[src/rtl/sd_err_pkg.sv]
package sd_err_pkg;
  localparam int unsigned REG_W   = 16;
  localparam int unsigned ACMD_W  = 6;
  localparam int unsigned CMD_N   = 4;
  localparam int unsigned B_TOUT  = 4;
  localparam int unsigned B_CRC   = 5;
  localparam int unsigned B_ENDB  = 6;
  localparam int unsigned B_ILIM  = 7;
  localparam int unsigned B_ACMD  = 8;
  localparam int unsigned B_ADMA  = 9;
  localparam logic [2:0]  TOK_OK  = 3'b010;
  // positions that hold a flop; everything else is tied to zero
  localparam logic [REG_W-1:0] IMPL_MASK =
      (REG_W'(1) << B_ADMA) | (REG_W'(1) << B_ACMD) | (REG_W'(1) << B_ENDB) |
      (REG_W'(1) << B_CRC)  | (REG_W'(1) << B_TOUT) | REG_W'((1 << CMD_N) - 1);
endpackage

[src/rtl/sd_err_event_map.sv]
module sd_err_event_map
  import sd_err_pkg::*;
#(
  parameter int unsigned W   = REG_W,
  parameter int unsigned AW  = ACMD_W,
  parameter int unsigned CN  = CMD_N
) (
  input  logic          clk,
  input  logic          rst,
  input  logic [CN-1:0] cmd_err_ev,
  input  logic          dat_timeout_ev,
  input  logic          dat_crc_ev,
  input  logic          rd_end_bit_err_ev,
  input  logic          tok_valid,
  input  logic [2:0]    tok_bits,
  input  logic          tok_end_bit,
  input  logic          adma_err_ev,
  input  logic          desc_fetch,
  input  logic          desc_valid,
  input  logic [AW-1:0] acmd12_err,
  output logic [W-1:0]  set_req
);
  logic [AW-1:0] acmd_prev_q;
  logic          acmd_rise;
  logic          tok_crc_bad;
  logic          tok_end_bad;
  logic          desc_bad;

  always_ff @(posedge clk) begin
    if (rst) acmd_prev_q <= '0;
    else     acmd_prev_q <= acmd12_err;
  end

  always_comb begin
    acmd_rise   = |(acmd12_err & ~acmd_prev_q);
    tok_crc_bad = tok_valid && (tok_bits != TOK_OK);
    tok_end_bad = tok_valid && !tok_end_bit;
    desc_bad    = desc_fetch && !desc_valid;
    set_req     = '0;
    set_req[CN-1:0] = cmd_err_ev;
    set_req[B_TOUT] = dat_timeout_ev;
    set_req[B_CRC]  = dat_crc_ev || tok_crc_bad;
    set_req[B_ENDB] = rd_end_bit_err_ev || tok_end_bad;
    set_req[B_ACMD] = acmd_rise;
    set_req[B_ADMA] = adma_err_ev || desc_bad;
  end
endmodule

[src/rtl/sd_err_sticky_bank.sv]
module sd_err_sticky_bank #(
  parameter int unsigned    W    = 16,
  parameter logic [W-1:0]   IMPL = '1
) (
  input  logic         clk,
  input  logic         rst,
  input  logic [W-1:0] set_req,
  input  logic [W-1:0] stat_en,
  input  logic         wr,
  input  logic [W-1:0] wdata,
  output logic [W-1:0] flags
);
  for (genvar i = 0; i < W; i++) begin : g_bit
    if (IMPL[i]) begin : g_ff
      logic q;
      always_ff @(posedge clk) begin
        if (rst)                        q <= 1'b0;
        else if (set_req[i] && stat_en[i]) q <= 1'b1;
        else if (wr && wdata[i])        q <= 1'b0;
      end
      assign flags[i] = q;
    end else begin : g_zero
      assign flags[i] = 1'b0;
    end
  end
endmodule

[src/rtl/sd_err_irq_gen.sv]
module sd_err_irq_gen #(
  parameter int unsigned W = 16
) (
  input  logic         clk,
  input  logic         rst,
  input  logic [W-1:0] flags,
  input  logic [W-1:0] sig_en,
  output logic         irq
);
  always_ff @(posedge clk) begin
    if (rst) irq <= 1'b0;
    else     irq <= |(flags & sig_en);
  end
endmodule

[src/rtl/sd_err_status.sv]
module sd_err_status
  import sd_err_pkg::*;
(
  input  logic              clk,
  input  logic              rst,
  input  logic [CMD_N-1:0]  cmd_err_ev,
  input  logic              dat_timeout_ev,
  input  logic              dat_crc_ev,
  input  logic              rd_end_bit_err_ev,
  input  logic              tok_valid,
  input  logic [2:0]        tok_bits,
  input  logic              tok_end_bit,
  input  logic              adma_err_ev,
  input  logic              desc_fetch,
  input  logic              desc_valid,
  input  logic [ACMD_W-1:0] acmd12_err,
  input  logic              reg_wr,
  input  logic [REG_W-1:0]  reg_wdata,
  input  logic [REG_W-1:0]  stat_en,
  input  logic [REG_W-1:0]  sig_en,
  output logic [REG_W-1:0]  err_status,
  output logic              err_irq
);
  logic [REG_W-1:0] set_req;

  sd_err_event_map #(.W(REG_W), .AW(ACMD_W), .CN(CMD_N)) u_map (
    .clk(clk), .rst(rst),
    .cmd_err_ev(cmd_err_ev), .dat_timeout_ev(dat_timeout_ev),
    .dat_crc_ev(dat_crc_ev), .rd_end_bit_err_ev(rd_end_bit_err_ev),
    .tok_valid(tok_valid), .tok_bits(tok_bits), .tok_end_bit(tok_end_bit),
    .adma_err_ev(adma_err_ev), .desc_fetch(desc_fetch), .desc_valid(desc_valid),
    .acmd12_err(acmd12_err), .set_req(set_req)
  );

  sd_err_sticky_bank #(.W(REG_W), .IMPL(IMPL_MASK)) u_bank (
    .clk(clk), .rst(rst), .set_req(set_req), .stat_en(stat_en),
    .wr(reg_wr), .wdata(reg_wdata), .flags(err_status)
  );

  sd_err_irq_gen #(.W(REG_W)) u_irq (
    .clk(clk), .rst(rst), .flags(err_status), .sig_en(sig_en), .irq(err_irq)
  );
endmodule

[config.mk]
export PLATFORM = sky130hd
export DESIGN_NAME = sd_err_status
export DESIGN_NICKNAME = d
export VERILOG_FILES = /design/src/rtl/sd_err_pkg.sv /design/src/rtl/sd_err_event_map.sv /design/src/rtl/sd_err_sticky_bank.sv /design/src/rtl/sd_err_irq_gen.sv /design/src/rtl/sd_err_status.sv
export SDC_FILE = /design/constraint.sdc
export NUM_CORES = 1
export LEC_CHECK = 0
export ABC_AREA = 1
export BUFFER_PORTS_ARGS = -buffer_cell sky130_fd_sc_hd__buf_2
export CAP_MARGIN = 20
export CORE_MARGIN = 5
export CORE_UTILIZATION = 30
export DETAILED_ROUTE_END_ITERATION = 16
export PLACE_DENSITY = 0.75
export SYNTH_ARGS = -nofsm -noshare
export SYNTH_HDL_FRONTEND = slang
export SYNTH_SLANG_ARGS = --single-unit
[constraint.sdc]
create_clock -name clk -period 1 [get_ports clk]
set_input_delay 0.2 -clock clk [delete_from_list [all_inputs] [get_ports clk]]
set_output_delay 0.2 -clock clk [all_outputs]
set_load 0.05 [all_outputs]
==> reports/qor.yml <==
cts_made_buffers: 3
synth_cell_types: 13
hpwl_mm: 1.668
port_buffers: 60
drv_cap: 0
placed_area_sq_um: 1039
ant_nets: 0
grt_max_degree: 17
worstPathRequired_ps: 800
critPathArrivalTime_ps: 800
vias: 848
synth.avg_cell_area_sq_um: 6.759
cp_max_fo: 3
num_antenna_cells: 0
fmax_mhz: 1003
outcome: "finished, final reports clean"
peakVddDrop_uv: 848.1
post_drt_wl_per_cell_um: 9.863
end_kind: "primary output"
root_buffer: "clkbuf_4"
clk_path_buf_depth: 2
ioPinCount: 89
path_cells: "buf_8"
gr-total-overflow: 0
pre_cts_slack_ps: 151.3
drive_gt1_share_pct: 47.78
die_w_um: 62.43
min_period_ps: 997.4
antenna_found_initial: 0
start_util_pct: 30.69
nNetsFinal: 253
grt_pass1_vias: 787
placed_cells: 200
syn_inst: 122
dieArea_sq_um: 3897
drt-total-wl_mm: 2.081
setup_slack_ps: 2.587
clk_pin_slew_worst_paths_ps: 100
crit_type: "register to primary output"
fp-row-count: 19
die_y_um: 62.43
insertion_delay_ps: 280
start_kind: "register"
grt_pass1_wl_mm: 3.318
cpMaxStageDelayCell: "dfxtp_2"
synth-warning-count: 0
crit_family: "flip-flops"
post-route-period-util_pct: 99.74
power_leakage_nw: 0.6965
ys_seq_elements: 16
yosysSeqAreaShare_pct: 38.85
cts-htree-levels: 1
firstDrtPassIters: 2
drt-vias-per-instance: 4.019
cp_num_cells: 1
final_area_sq_um: 1255
area_growth_pct: 52.20
power_density_nw_per_um2: 1293
clock_sinks: 16
grt_usage_pct: 10.20
hp-class: "input port to register"
slew_viol_final: 0
whs_path_depth: 3
drt_iter0_drc: 21
finalSetupViolCount: 0
stdcell_count: 211
route.detailed.drc: 0
cpPeakStageDelay_ps: 370
synth_area_sq_um: 824.5
gp_congestion: 0.6443
rsz0062_at_grt: "yes"
skew_ps: 7.266
hold_viol: 0
cts_tree: "built"
core_area_sq_um: 2686
critPathBufInv: 1
num-fill-cells: 292
reg2reg_depth: 5
cells in the final DEF (no fill, tap or decap), drive strengths merged:
master | Yosys | layout
clkbuf | 0 | 4
conb | 1 | 7
inv | 16 | 16
nor2 | 10 | 10
a21oi | 10 | 10
o21ai | 4 | 4
buf | 19 | 67
dfxtp | 16 | 16
nand2 | 44 | 44
nand4 | 2 | 2
logic make-up after synthesis:
logic type             share of synthesized area, %
and+or+nand+nor                               26.10
buffers and inverters                         25.19
DFF                                           38.85
AOI/OAI and AO/OA                             9.408
other                                        0.4548
Yosys cell counts, drive strengths merged:
master / n / area [sq um]
a21oi: 10 / 53.80
buf: 19 / 147.6
conb: 1 / 3.750
dfxtp: 16 / 320.3
inv: 16 / 60.06
nand2: 44 / 165.2
nand4: 2 / 12.51
nor2: 10 / 37.54
o21ai: 4 / 23.77
cell type report:
cell class,count,area (sq um),share of cell area (%)
flip-flops and latches,16,332.8,26.52
multi-input cells,77,326.6,26.02
repair buffers,67,460.4,36.69
inverters,16,60.06,4.786
well taps,31,38.79,3.091
clock buffers,4,36.28,2.891
report_power, final:
part | total (mW) | internal, mW | switching, mW | leakage (nW)
Sequential | 0.715 | 0.686 | 0.0292 | 0.136
Clock | 0.417 | 0.221 | 0.196 | 0.0210
Combinational | 0.491 | 0.214 | 0.277 | 0.539
Total | 1.62 | 1.12 | 0.502 | 0.697
worst paths after layout:
path,startpoint,end,slack [ps]
min reg2reg,u_bank.g_bit[3].g_ff.q,u_bank.g_bit[3].g_ff.q,490
min,acmd12_err[4],u_map.acmd_prev_q[4],120
max reg2reg,u_bank.g_bit[6].g_ff.q,u_irq.irq,50
max,u_bank.g_bit[8].g_ff.q,err_status[8],3
what timing repair did:
| item | 4_1_cts | 5_1_grt |
|---|---|---|
| gates cloned | 0 | 0 |
| hold buffers | 0 | 0 |
| setup buffers | 7 | 0 |
| setup endpoints to repair | 10 | 11 |
| resized for setup | 37 | 8 |
| pin swaps | 0 | 3 |
metal layers:
metal	vias up	GRT usage, %	share of wire, %
met3	0	5.576	12
met4	0	0.7958	0
met1	352	10.13	36
li1	460	-	-
met2	36	19.17	52
met5	-	0	0
state kept, by name (all words and copies together) (netlist names):
signal / flops
u_map.acmd_prev_q: 6
u_irq.irq: 1
u_bank.g_bit.g_ff.q: 9
metrics by stage:
step,total power [mW],utilization (%),setup TNS (ps),hold WS (ps)
after floorplan,1.036,-,0,307.0
after global placement,1.110,38.66,0,416.9
final,1.623,46.72,0,123.1
after CTS,1.640,45.83,-32.88,110.2
after detailed placement,1.117,38.66,0,424.8
after global routing,1.732,46.72,-298.3,109.2
Note: power is estimated with default switching activity, not from simulation.
